[config.mk]
export PLATFORM = sky130hd
export DESIGN_NAME = msi_snoop_cache
export DESIGN_NICKNAME = d
export VERILOG_FILES = /design/src/rtl/msi_pkg.sv /design/src/rtl/msi_line_store.sv /design/src/rtl/msi_ctrl.sv /design/src/rtl/msi_snoop_cache.sv
export SDC_FILE = /design/constraint.sdc
export NUM_CORES = 1
export LEC_CHECK = 0
export CORE_MARGIN = 3
export CORE_UTILIZATION = 47
export DETAILED_ROUTE_END_ITERATION = 7
export PLACE_DENSITY = 0.84
export SYNTH_ARGS = -nofsm -noshare
export SYNTH_HDL_FRONTEND = slang
export SYNTH_SLANG_ARGS = --single-unit
[constraint.sdc]
create_clock -name clk -period 3.6 [get_ports clk]
set_input_delay 0.72 -clock clk [delete_from_list [all_inputs] [get_ports clk]]
set_output_delay 0.72 -clock clk [all_outputs]
set_load 0.005 [all_outputs]
[src/rtl/msi_pkg.sv]
`timescale 1ns/1ps
package msi_pkg;

  typedef enum logic [1:0] {
    LS_INV = 2'd0,
    LS_SHD = 2'd1,
    LS_EXC = 2'd2
  } lineState_e;

  typedef struct packed {
    logic       snpWr;
    lineState_e snpState;
    logic       cpuWr;
    lineState_e cpuState;
    logic       cpuTagWr;
    logic       cpuDataWr;
    logic       cpuUseFill;
  } lineStrobe_t;

endpackage

[src/rtl/msi_line_store.sv]
`timescale 1ns/1ps
module msi_line_store
  import msi_pkg::*;
#(
  parameter int LINES  = 4,
  parameter int IDX_W  = 2,
  parameter int TAG_W  = 6,
  parameter int DATA_W = 8
) (
  input  logic              clk,
  input  logic              rstN,
  input  lineStrobe_t       strobe,
  input  logic [IDX_W-1:0]  cpuIdx,
  input  logic [TAG_W-1:0]  cpuTag,
  input  logic [DATA_W-1:0] cpuWdata,
  input  logic [DATA_W-1:0] fillData,
  input  logic [IDX_W-1:0]  snpIdx,
  output lineState_e        cpuLineState,
  output logic [TAG_W-1:0]  cpuLineTag,
  output logic [DATA_W-1:0] cpuLineData,
  output lineState_e        snpLineState,
  output logic [TAG_W-1:0]  snpLineTag,
  output logic [DATA_W-1:0] snpLineData
);

  lineState_e        stateQ [LINES];
  logic [TAG_W-1:0]  tagQ   [LINES];
  logic [DATA_W-1:0] dataQ  [LINES];

  always_ff @(posedge clk) begin
    for (int i = 0; i < LINES; i++) begin
      if (!rstN) begin
        stateQ[i] <= LS_INV;
        tagQ[i]   <= '0;
        dataQ[i]  <= '0;
      end else begin
        // the processor decision already accounts for a same-cycle snoop
        if (strobe.cpuWr && (cpuIdx == IDX_W'(i)))
          stateQ[i] <= strobe.cpuState;
        else if (strobe.snpWr && (snpIdx == IDX_W'(i)))
          stateQ[i] <= strobe.snpState;
        if (strobe.cpuTagWr && (cpuIdx == IDX_W'(i)))
          tagQ[i] <= cpuTag;
        if (strobe.cpuDataWr && (cpuIdx == IDX_W'(i)))
          dataQ[i] <= strobe.cpuUseFill ? fillData : cpuWdata;
      end
    end
  end

  assign cpuLineState = stateQ[cpuIdx];
  assign cpuLineTag   = tagQ[cpuIdx];
  assign cpuLineData  = dataQ[cpuIdx];
  assign snpLineState = stateQ[snpIdx];
  assign snpLineTag   = tagQ[snpIdx];
  assign snpLineData  = dataQ[snpIdx];

endmodule

[src/rtl/msi_ctrl.sv]
`timescale 1ns/1ps
module msi_ctrl
  import msi_pkg::*;
#(
  parameter int IDX_W  = 2,
  parameter int TAG_W  = 6,
  parameter int DATA_W = 8,
  localparam int ADDR_W = IDX_W + TAG_W
) (
  input  logic              clk,
  input  logic              rstN,
  input  logic              cpuValid,
  input  logic              cpuWrite,
  input  logic [IDX_W-1:0]  cpuIdx,
  input  logic [TAG_W-1:0]  cpuTag,
  input  logic [DATA_W-1:0] cpuWdata,
  input  logic [DATA_W-1:0] fillData,
  input  logic              snoopValid,
  input  logic              snoopWrite,
  input  logic [IDX_W-1:0]  snpIdx,
  input  logic [TAG_W-1:0]  snpTag,
  input  lineState_e        cpuLineState,
  input  logic [TAG_W-1:0]  cpuLineTag,
  input  logic [DATA_W-1:0] cpuLineData,
  input  lineState_e        snpLineState,
  input  logic [TAG_W-1:0]  snpLineTag,
  input  logic [DATA_W-1:0] snpLineData,
  output lineStrobe_t       strobe,
  output logic              cpuAck,
  output logic              cpuHit,
  output logic [DATA_W-1:0] cpuRdata,
  output logic              missValid,
  output logic              missWrite,
  output logic [ADDR_W-1:0] missAddr,
  output logic              wbValid,
  output logic [ADDR_W-1:0] wbAddr,
  output logic [DATA_W-1:0] wbData,
  output logic              snpFlush,
  output logic [DATA_W-1:0] snpData,
  output logic              memAbort
);

  // snoop side
  logic       snpMatch;
  logic       snpDirty;
  logic       snpChanges;
  lineState_e snpNext;

  always_comb begin
    snpMatch   = snoopValid && (snpLineState != LS_INV) && (snpLineTag == snpTag);
    snpDirty   = snpMatch && (snpLineState == LS_EXC);
    snpChanges = snpMatch && (snoopWrite || (snpLineState == LS_EXC));
    if (snoopWrite)                    snpNext = LS_INV;
    else if (snpLineState == LS_EXC)   snpNext = LS_SHD;
    else                               snpNext = snpLineState;
  end

  // processor side, on the state the snoop leaves behind
  lineState_e        effState;
  logic              tagEq;
  logic              readHit;
  logic              writeHit;
  logic              needMiss;
  logic              needWb;
  logic              hitOut;
  logic [DATA_W-1:0] rdNext;

  always_comb begin
    effState = (snpChanges && (snpIdx == cpuIdx)) ? snpNext : cpuLineState;
    tagEq    = (cpuLineTag == cpuTag);
    readHit  = (effState != LS_INV) && tagEq;
    writeHit = (effState == LS_EXC) && tagEq;
    hitOut   = cpuWrite ? writeHit : readHit;
    needMiss = !hitOut;
    needWb   = needMiss && (effState == LS_EXC);
    if (cpuWrite)     rdNext = cpuWdata;
    else if (readHit) rdNext = cpuLineData;
    else              rdNext = fillData;
  end

  always_comb begin
    strobe            = '0;
    strobe.snpWr      = snpChanges;
    strobe.snpState   = snpNext;
    strobe.cpuWr      = cpuValid && needMiss;
    strobe.cpuState   = cpuWrite ? LS_EXC : LS_SHD;
    strobe.cpuTagWr   = cpuValid && needMiss;
    strobe.cpuDataWr  = cpuValid && (needMiss || cpuWrite);
    strobe.cpuUseFill = !cpuWrite;
  end

  always_ff @(posedge clk) begin
    if (!rstN) begin
      cpuAck    <= 1'b0;
      cpuHit    <= 1'b0;
      cpuRdata  <= '0;
      missValid <= 1'b0;
      missWrite <= 1'b0;
      missAddr  <= '0;
      wbValid   <= 1'b0;
      wbAddr    <= '0;
      wbData    <= '0;
      snpFlush  <= 1'b0;
      snpData   <= '0;
      memAbort  <= 1'b0;
    end else begin
      cpuAck    <= cpuValid;
      cpuHit    <= cpuValid && hitOut;
      cpuRdata  <= cpuValid ? rdNext : '0;
      missValid <= cpuValid && needMiss;
      missWrite <= cpuValid && needMiss && cpuWrite;
      missAddr  <= (cpuValid && needMiss) ? {cpuTag, cpuIdx} : '0;
      wbValid   <= cpuValid && needWb;
      wbAddr    <= (cpuValid && needWb) ? {cpuLineTag, cpuIdx} : '0;
      wbData    <= (cpuValid && needWb) ? cpuLineData : '0;
      snpFlush  <= snpDirty;
      snpData   <= snpDirty ? snpLineData : '0;
      memAbort  <= snpDirty;
    end
  end

  // a read hit stays off the bus
  a_r4_read_hit_quiet: assert property (@(posedge clk) disable iff (!rstN)
    (cpuValid && !cpuWrite && (effState != LS_INV) && (cpuLineTag == cpuTag))
      |=> (!missValid && !wbValid));

  // replacing a dirty line always writes it back alongside the miss
  a_r8_dirty_victim_flushed: assert property (@(posedge clk) disable iff (!rstN)
    (cpuValid && (effState == LS_EXC) && (cpuLineTag != cpuTag))
      |=> (wbValid && missValid));

  // a clean line is never written back
  a_r6_clean_victim_no_wb: assert property (@(posedge clk) disable iff (!rstN)
    (cpuValid && (effState == LS_SHD)) |=> !wbValid);

  // a snoop with a foreign tag never flushes
  a_r13_foreign_snoop_quiet: assert property (@(posedge clk) disable iff (!rstN)
    (snoopValid && (snpLineTag != snpTag)) |=> !snpFlush);

  // memory is only told to abort when this cache supplies the block
  a_r11_abort_only_on_flush: assert property (@(posedge clk) disable iff (!rstN)
    memAbort |-> snpFlush);

endmodule

[src/rtl/msi_snoop_cache.sv]
`timescale 1ns/1ps
module msi_snoop_cache
  import msi_pkg::*;
#(
  parameter int ADDR_W = 8,
  parameter int LINES  = 4,
  parameter int DATA_W = 8
) (
  input  logic              clk,
  input  logic              rstN,
  input  logic              cpuValid,
  input  logic              cpuWrite,
  input  logic [ADDR_W-1:0] cpuAddr,
  input  logic [DATA_W-1:0] cpuWdata,
  input  logic [DATA_W-1:0] fillData,
  input  logic              snoopValid,
  input  logic              snoopWrite,
  input  logic [ADDR_W-1:0] snoopAddr,
  output logic              cpuAck,
  output logic              cpuHit,
  output logic [DATA_W-1:0] cpuRdata,
  output logic              missValid,
  output logic              missWrite,
  output logic [ADDR_W-1:0] missAddr,
  output logic              wbValid,
  output logic [ADDR_W-1:0] wbAddr,
  output logic [DATA_W-1:0] wbData,
  output logic              snpFlush,
  output logic [DATA_W-1:0] snpData,
  output logic              memAbort
);

  localparam int IDX_W = (LINES > 1) ? $clog2(LINES) : 1;
  localparam int TAG_W = ADDR_W - IDX_W;

  logic [IDX_W-1:0]  cpuIdx;
  logic [TAG_W-1:0]  cpuTag;
  logic [IDX_W-1:0]  snpIdx;
  logic [TAG_W-1:0]  snpTag;
  lineStrobe_t       strobe;
  lineState_e        cpuLineState;
  logic [TAG_W-1:0]  cpuLineTag;
  logic [DATA_W-1:0] cpuLineData;
  lineState_e        snpLineState;
  logic [TAG_W-1:0]  snpLineTag;
  logic [DATA_W-1:0] snpLineData;

  assign cpuIdx = cpuAddr[IDX_W-1:0];
  assign cpuTag = cpuAddr[ADDR_W-1:IDX_W];
  assign snpIdx = snoopAddr[IDX_W-1:0];
  assign snpTag = snoopAddr[ADDR_W-1:IDX_W];

  msi_line_store #(
    .LINES (LINES),
    .IDX_W (IDX_W),
    .TAG_W (TAG_W),
    .DATA_W(DATA_W)
  ) u_store (
    .clk         (clk),
    .rstN        (rstN),
    .strobe      (strobe),
    .cpuIdx      (cpuIdx),
    .cpuTag      (cpuTag),
    .cpuWdata    (cpuWdata),
    .fillData    (fillData),
    .snpIdx      (snpIdx),
    .cpuLineState(cpuLineState),
    .cpuLineTag  (cpuLineTag),
    .cpuLineData (cpuLineData),
    .snpLineState(snpLineState),
    .snpLineTag  (snpLineTag),
    .snpLineData (snpLineData)
  );

  msi_ctrl #(
    .IDX_W (IDX_W),
    .TAG_W (TAG_W),
    .DATA_W(DATA_W)
  ) u_ctrl (
    .clk         (clk),
    .rstN        (rstN),
    .cpuValid    (cpuValid),
    .cpuWrite    (cpuWrite),
    .cpuIdx      (cpuIdx),
    .cpuTag      (cpuTag),
    .cpuWdata    (cpuWdata),
    .fillData    (fillData),
    .snoopValid  (snoopValid),
    .snoopWrite  (snoopWrite),
    .snpIdx      (snpIdx),
    .snpTag      (snpTag),
    .cpuLineState(cpuLineState),
    .cpuLineTag  (cpuLineTag),
    .cpuLineData (cpuLineData),
    .snpLineState(snpLineState),
    .snpLineTag  (snpLineTag),
    .snpLineData (snpLineData),
    .strobe      (strobe),
    .cpuAck      (cpuAck),
    .cpuHit      (cpuHit),
    .cpuRdata    (cpuRdata),
    .missValid   (missValid),
    .missWrite   (missWrite),
    .missAddr    (missAddr),
    .wbValid     (wbValid),
    .wbAddr      (wbAddr),
    .wbData      (wbData),
    .snpFlush    (snpFlush),
    .snpData     (snpData),
    .memAbort    (memAbort)
  );

endmodule

==> results of run 1 <==
how the worst max path moves through the flow:
stage / endpoint / slack (ns)
3_3_place_gp: u_store.tagQ[1][5] / -0.19
2_1_floorplan: u_store.dataQ[0][0] / -0.02
5_1_grt: u_store.tagQ[0][3] / 0.009
6_report: u_store.dataQ[0][5] / 0.15
3_5_place_dp: u_store.tagQ[1][0] / -0.24
4_1_cts: u_store.tagQ[1][0] / 0.16
what timing repair did:
item	CTS	global route
endpoints found under the setup margin	0	27
resized for setup	0	4
buffers inserted	0	1
worst max-delay path, cell delays in order:
cell	delay (ns)
sky130_fd_sc_hd__clkdlybuf4s50_1	0.45
sky130_fd_sc_hd__buf_4	0.16
sky130_fd_sc_hd__mux4_2	0.53
sky130_fd_sc_hd__xnor2_1	0.17
sky130_fd_sc_hd__nand4_1	0.14
sky130_fd_sc_hd__buf_4	0.17
sky130_fd_sc_hd__or4_1	0.49
sky130_fd_sc_hd__o211ai_2	0.14
sky130_fd_sc_hd__nor2_1	0.14
sky130_fd_sc_hd__o21ai_0	0.22
sky130_fd_sc_hd__buf_4	0.21
cell type report:
cell class | instances | area [µm²]
Clock buffer | 9 | 124
Clock inverter | 7 | 46.3
Fill cell | 775 | 3840
Inverter | 7 | 26.3
Multi-Input combinational cell | 262 | 2130
Sequential cell | 110 | 2840
Tap cell | 136 | 170
Timing Repair Buffer | 138 | 1280
synthesized netlist by cell type, types with 5 or more instances:
| cell type | instances | area (µm²) |
|---|---|---|
| sky130_fd_sc_hd__o21ai_0 | 16 | 80.1 |
| sky130_fd_sc_hd__edfxtp_1 | 64 | 1920 |
| sky130_fd_sc_hd__dfxtp_1 | 46 | 921 |
| sky130_fd_sc_hd__and3_1 | 37 | 231 |
| sky130_fd_sc_hd__xnor2_1 | 11 | 96.3 |
| sky130_fd_sc_hd__a31oi_1 | 8 | 50.1 |
| sky130_fd_sc_hd__clkbuf_1 | 12 | 45.0 |
| sky130_fd_sc_hd__nor3_1 | 6 | 30.0 |
| sky130_fd_sc_hd__a21oi_1 | 9 | 45.0 |
| sky130_fd_sc_hd__and2_1 | 33 | 206 |
| sky130_fd_sc_hd__nand2_1 | 17 | 63.8 |
| sky130_fd_sc_hd__mux2i_1 | 12 | 120 |
| sky130_fd_sc_hd__nor2_1 | 41 | 154 |
| sky130_fd_sc_hd__inv_1 | 6 | 22.5 |
| sky130_fd_sc_hd__mux4_2 | 31 | 698 |
| sky130_fd_sc_hd__buf_6 | 5 | 56.3 |
registers in the layout, summed over array words and instances, names as in the netlist:
signal,flops
u_ctrl.cpuAck,1
u_ctrl.cpuHit,1
u_ctrl.cpuRdata,8
u_ctrl.missAddr,8
u_ctrl.missValid,1
u_ctrl.missWrite,1
u_ctrl.snpData,8
u_ctrl.snpFlush,1
u_ctrl.wbAddr,8
u_ctrl.wbData,8
u_ctrl.wbValid,1
u_store.dataQ,32
u_store.stateQ,8
u_store.tagQ,24
report_power, final:
group	internal (mW)	switching, mW	leakage (nW)
clock	0.254	0.422	0.0901
sequential	1.38	0.0280	1.05
combinational	0.199	0.187	1.49
total	1.84	0.637	2.63
logic make-up after synthesis:
| logic type | Yosys count | synth area share (%) |
|---|---|---|
| mux | 43 | 16.0 |
| buf+inv | 32 | 3.39 |
| compound gates | 46 | 5.81 |
| flops | 110 | 55.5 |
| simple gates | 160 | 17.1 |
| xor+xnor | 13 | 2.22 |
metal layers:
layer | share of wire, % | GRT usage, % | up-vias
met5 | 0 | 0 | -
met4 | 2.3 | 7.39 | 0
met3 | 12 | 4.78 | 35
met2 | 47 | 35.9 | 298
met1 | 38 | 31.5 | 1862
li1 | - | - | 1752
==> qor_table.md, run 1 <==
| Group | Parameter | Value |
| --- | --- | --- |
| synthesis | Synthesized area per cell | 12.7 µm² |
| die | Initial Utilization | 49.0% |
| placement | Port-buffer cells | 84 |
| placement | Cell count after placement | 652 |
| placement | Post-placement worst setup slack | -0.241 ns |
| timing | Fin. Hold Viols | 0 |
| critical path | Register-to-register setup slack | 0.70 ns |
| die | Core footprint | 0.0105 mm² |
| critical path | Critical path type | in -> reg |
| synthesis | Post-Synthesis Cell Area | 0.00512 mm² |
| synthesis | Yosys synthesis warning count | 0 |
| route | Total wire length | 13200 µm |
| critical path | Critical path required time | 3.70 ns |
| cts | Buffers from clock root to sink, at most | 2 |
| synthesis | Sequential fraction of the synthesis area | 55.5% |
| grt | First-pass GRT wire length | 20500 µm |
| cts | Clock Sink Count | 110 |
| die | Die area | 0.0122 mm² |
| worst hold path | Source of the worst hold timing path | u_store.dataQ[2][1] |
| die | Die extent in x | 110 µm |
| cts | Worst-Skew Late Latency | 0.39 ns |
| cts | Clock transition at path regs | 0.10 ns |
| layout | Finished Layout Cells | 669 |
| worst hold path | Type of the most critical hold path | reg -> reg |
| timing | Worst hold-check slack | 0.736 ns |
| timing | Setup TNS after final layout | 0 ns |
| layout | Most common library cell in the layout ignoring fill and taps | sky130_fd_sc_hd__clkdlybuf4s50_1 |
| layout | Layout area overhead | 29.2% |
| critical path | Depth of the worst register-to-register path | 9 |
| timing | Final period util | 95.7% |
| cts | Total CTS buffers | 9 |
| critical path | Worst reg2reg endpoint | u_store.dataQ[0][5] |
| timing | Worst clock skew | 0.0169 ns |
| power | Largest vdd supply drop | 194 µV |
| timing | Peak clock frequency supported by timing | 290 MHz |
| timing | Max Slew Vio Count | 0 |
| layout | Final net count | 566 |
| route | Avg WL per Cell | 19.8 µm |
| critical path | Worst setup path start | snoopAddr[0] |
| synthesis | Number of enable-type register cells in the synthesized netlist | 64 |
| synthesis | Async SR Flop Fraction | 0% |
| grt | Largest net degree at the start of global routing | 31 |
| die | # rows | 37 |
| timing | Unrepaired setup endpoints after global routing | false |
| die | Number of primary I/O pins | 85 |
| timing | Transition time at the pin with the least slew margin | 0.592 ns |
| cts | Total number of H-tree levels | 3 |
| synthesis | Unique masters post-synth | 42 |
| power | Power per Cell Area | 374 mW/mm² |
| synthesis | Synthesized flop and latch total | 110 |
| grt | Vias in the first global route | 3844 |
| route | Starting DRT DRC Count | 522 |
| power | Post-route total power | 2.47 mW |
| synthesis | Mapped Cells | 404 |
| layout | Post-route cell area | 0.00662 mm² |
| worst hold path | Instance count along the most critical hold path | 2 |
| timing | Worst slew margin relative to its limit | 60.4% |
| placement | Instance area at placement | 0.00642 mm² |
| flow run | Max-cap violations | 0 |
| timing | Setup-failing EPs final | 0 |
| critical path | Category of the worst setup path launch point | primary input |
| synthesis | Predominant post-synthesis flop cell | sky130_fd_sc_hd__edfxtp_1 |
| grt | Number of antenna violations at the first check in global routing | 0 |
| route | DRT Pass-1 Iters | 5 |
| critical path | Biggest fanout along the worst timing path | 8 |
| die | Vertical die dimension | 110 µm |
| grt | All-Layer GR Usage | 22.7% |
| layout | Final Util | 63.3% |
| critical path | Worst Setup End Kind | flip-flop |
| critical path | Arrival time at the worst endpoint | 3.54 ns |
| placement | Hpwl dp | 9820 µm |
| run status | Outcome | finished, final reports clean |
| layout | Commonest cells after routing, fill and taps aside | 84 x sky130_fd_sc_hd__clkdlybuf4s50_1, 64 x sky130_fd_sc_hd__edfxtp_1, 51 x sky130_fd_sc_hd__buf_4 |
| route | DRC violation count after routing | 0 |
| cts | CTS tree | built |
| worst hold path | Worst min-delay path endpoint | u_ctrl.snpData[1] |
| timing | Final critical delay including setup and external delays | 3.45 ns |
| cts | Number of hold buffers added after cts | 0 |
| placement | Final weighted congestion in routability-driven placement | 0.862 |
| route | Antenna violation net count after detailed routing | 0 |
| layout | Antenna Cells | 0 |
| synthesis | Mapped Nets | 442 |
| layout | Share of post-route cells with drive strength above 1 | 20.5% |
| route | Total via count after detailed routing | 3947 |
| critical path | Critical R2R Launch | u_store.tagQ[2][1] |
| grt | Final global-route overflow total | 0 |
| power | Leakage power summed over all cells | 2.63 nW |
| cts | Clock root buffer | sky130_fd_sc_hd__clkbuf_8 |
| route | Via-per-instance ratio | 5.90 |
| timing | Post-route setup slack | 0.155 ns |
No activity file was read; power rests on OpenSTA's default activity.
==> run 2, diff against run 1 <==
--- a/config.mk
+++ b/config.mk
@@ -5,10 +5,12 @@
 export SDC_FILE = /design/constraint.sdc
 export NUM_CORES = 1
 export LEC_CHECK = 0
-export CORE_MARGIN = 3
+export CAP_MARGIN = 15
+export CORE_MARGIN = 10
 export CORE_UTILIZATION = 47
 export DETAILED_ROUTE_END_ITERATION = 7
 export PLACE_DENSITY = 0.84
+export SETUP_SLACK_MARGIN = 0.3
 export SYNTH_ARGS = -nofsm -noshare
 export SYNTH_HDL_FRONTEND = slang
 export SYNTH_SLANG_ARGS = --single-unit
==> run 2 against run 1 <==
Effect of this change:
- power is 7.4% higher
- sequential power hardly changed
- final area increased by 2.1%
- flip-flop and latch count did not move
- first-iteration DRC count is 5.9% higher
- critical endpoint is now u_store.tagQ[1][0]
- largest power group unchanged
==> qor_table.md, run 2 (synthesized netlist as in run 1, its figures left out) <==
| Group | Parameter | Value |
| --- | --- | --- |
| placement | Post-placement worst setup slack | -0.207 ns |
| layout | Largest regs | u_store.dataQ (32), u_store.tagQ (24) |
| die | # rows | 38 |
| layout | Antenna Cells | 0 |
| layout | Final net count | 571 |
| layout | Most common library cell in the layout ignoring fill and taps | sky130_fd_sc_hd__clkdlybuf4s50_1 |
| route | DRC violation count after routing | 0 |
| cts | Clock root buffer | sky130_fd_sc_hd__clkbuf_8 |
| worst hold path | Instance count along the most critical hold path | 2 |
| power | Leakage power summed over all cells | 2.68 nW |
| critical path | Critical path type | in -> reg |
| grt | Final global-route overflow total | 0 |
| die | Initial Utilization | 47.7% |
| route | Highest metal layer with signal wires | met4 |
| timing | Max Slew Vio Count | 0 |
| timing | Setup-failing EPs final | 0 |
| cts | Total CTS buffers | 9 |
| die | Die extent in x | 124 µm |
| timing | Peak clock frequency supported by timing | 303 MHz |
| critical path | Critical R2R Launch | u_store.tagQ[3][4] |
| critical path | Arrival time at the worst endpoint | 3.44 ns |
| critical path | Combined buffer and inverter count along the critical path | 4 |
| timing | Post-route setup slack | 0.294 ns |
| grt | Number of antenna violations at the first check in global routing | 0 |
| timing | Final critical delay including setup and external delays | 3.31 ns |
| timing | Setup TNS after final layout | 0 ns |
| die | Core footprint | 0.0107 mm² |
| route | Total via count after detailed routing | 3956 |
| critical path | Most prevalent standard cell on the critical path | sky130_fd_sc_hd__and3_1 |
| grt | First-pass GRT wire length | 21900 µm |
| grt | All-Layer GR Usage | 17.5% |
| worst hold path | Worst min-delay path endpoint | u_ctrl.wbAddr[7] |
| placement | Final weighted congestion in routability-driven placement | 0.834 |
| cts | Total number of H-tree levels | 3 |
| worst hold path | Source of the worst hold timing path | u_store.tagQ[0][5] |
| critical path | Worst reg2reg endpoint | u_store.dataQ[1][2] |
| cts | Buffers from clock root to sink, at most | 2 |
| layout | Fill cell count | 796 |
| critical path | Depth of the worst register-to-register path | 9 |
| critical path | Crit-path max cell delay | 0.47 ns |
| route | Starting DRT DRC Count | 553 |
| placement | Hpwl dp | 10600 µm |
| layout | Max FFs per register | 32 |
| die | Number of primary I/O pins | 85 |
| critical path | Biggest fanout along the worst timing path | 31 |
| cts | CTS tree | built |
| layout | Total area of sequential cells | 0.00284 mm² |
| route | Via-per-instance ratio | 5.83 |
| timing | Transition time at the pin with the least slew margin | 0.726 ns |
| critical path | Category of the worst setup path launch point | primary input |
| layout | Area of the multi-input gates | 0.00218 mm² |
| critical path | Slowest cell on the critical path | sky130_fd_sc_hd__clkdlybuf4s50_1 |
| cts | Clock transition at path regs | 0.10 ns |
| critical path | Critical path required time | 3.73 ns |
| worst hold path | Type of the most critical hold path | reg -> reg |
| power | Power per Cell Area | 393 mW/mm² |
| layout | Commonest cells after routing, fill and taps aside | 82 x sky130_fd_sc_hd__clkdlybuf4s50_1, 64 x sky130_fd_sc_hd__edfxtp_1, 53 x sky130_fd_sc_hd__buf_4 |
| layout | Top reg by flops | u_store.dataQ |
| die | Vertical die dimension | 124 µm |
| timing | Fin. Hold Viols | 0 |
| critical path | Worst Setup End Kind | flip-flop |
| layout | Layout area overhead | 31.9% |
| power | Post-route total power | 2.66 mW |
| route | Avg WL per Cell | 21.1 µm |
| route | Total wire length | 14300 µm |
| route | DRT Pass-1 Iters | 5 |
| run status | Outcome | finished, final reports clean |
| placement | Cell count after placement | 656 |
| layout | Final Util | 62.9% |
| critical path | Ordered cell list for the critical path | clkdlybuf4s50_1, buf_6, buf_4, mux4_2, nor3b_2, nand4_1, nor3_1, nand2_1, and3_1, buf_12, and3_1 |
| timing | Worst clock skew | 0.0113 ns |
| cts | Clock Sink Count | 110 |
| timing | Final period util | 91.8% |
| placement | Port-buffer cells | 84 |
| die | Die area | 0.0155 mm² |
| route | Antenna violation net count after detailed routing | 0 |
| route | Metal2 WL | 7200 µm |
| route | Routed metal-1 wire length | 5390 µm |
| timing | Unrepaired setup endpoints after global routing | false |
| layout | Finished Layout Cells | 678 |
| route | Routed length on met3 | 1430 µm |
| cts | Worst-Skew Late Latency | 0.37 ns |
| layout | Share of post-route cells with drive strength above 1 | 22.7% |
| critical path | Register-to-register setup slack | 0.70 ns |
| grt | Vias in the first global route | 4009 |
| flow run | Max-cap violations | 0 |
| timing | Worst slew margin relative to its limit | 51.4% |
| grt | Largest net degree at the start of global routing | 32 |
| power | Largest vdd supply drop | 235 µV |
| critical path | Critical path's top delay family | simple AND/OR/NAND/NOR gates |
## run 2: cell types whose count changed in the layout (fill, tap and decap cells not counted), sizes merged
cell	change
clkdlybuf4s50	-2
inv	+1
bufinv	+2
dlygate4sd2	+2
clkinvlp	-1
clkbuf	+1
buf	+5
clkinv	-3
## run 2: power by group
| part | total [mW] | switching (mW) | internal [mW] | leakage [nW] |
|---|---|---|---|---|
| sequential | 1.41 | 0.0267 | 1.38 | 1.05 |
| combinational | 0.398 | 0.195 | 0.203 | 1.51 |
| clock | 0.849 | 0.444 | 0.405 | 0.114 |
| total | 2.66 | 0.665 | 1.99 | 2.68 |
## run 2: metal layers
metal | up-vias | global-route usage, %
met5 | - | 0
met4 | 0 | 5.55
met2 | 238 | 30.6
met1 | 1917 | 21.0
li1 | 1768 | -
met3 | 33 | 3.66
## run 2: repair_timing
item	4_1_cts	5_1_grt
pin swaps	8	2
endpoints found under the hold margin	0	0
buffers inserted	3	2
hold buffers	0	0
resized for setup	20	3
endpoints found under the setup margin	124	88
gates cloned	1	0
## run 2: metrics by stage
| step | area, µm² | hold WS, ns |
|---|---|---|
| global placement | 6400 | 0.710 |
| finish | 6760 | 0.736 |
| floorplan | 5120 | 0.676 |
| CTS | 6730 | 0.741 |
| global route | 6760 | 0.776 |
| detailed placement | 6400 | 0.718 |
## run 2: final cells by class
class / instances / area share (%)
Clock buffer: 10 / 1.89
Clock inverter: 6 / 1.44
Inverter: 7 / 0.389
Multi-Input combinational cell: 262 / 32.2
Sequential cell: 110 / 42.1
Tap cell: 140 / 2.59
Timing Repair Buffer: 143 / 19.4
## run 2: how the worst max path moves through the flow
| stage | startpoint | endpoint | slack [ns] | cells after the start |
|---|---|---|---|---|
| final | snoopAddr[1] | u_store.tagQ[1][0] | 0.29 | 11 |
| after global routing | snoopAddr[1] | u_store.tagQ[1][0] | 0.21 | 11 |
| after floorplan | snoopAddr[0] | u_store.dataQ[2][0] | 0.18 | 9 |
| after detailed placement | snoopAddr[0] | u_store.tagQ[0][3] | -0.21 | 11 |
| after CTS | cpuAddr[1] | u_store.tagQ[1][4] | 0.32 | 10 |
| after global placement | snoopAddr[0] | u_store.dataQ[2][2] | -0.16 | 11 |
## run 2: worst register-to-register path, delay by kind of cell (launching register included)
family          cells  cell delay, ns
buf+inv             2            0.36
simple gates        3            0.84
compound gates      2            0.34
xor+xnor            1            0.15
mux                 1            0.51
flops               1            0.45
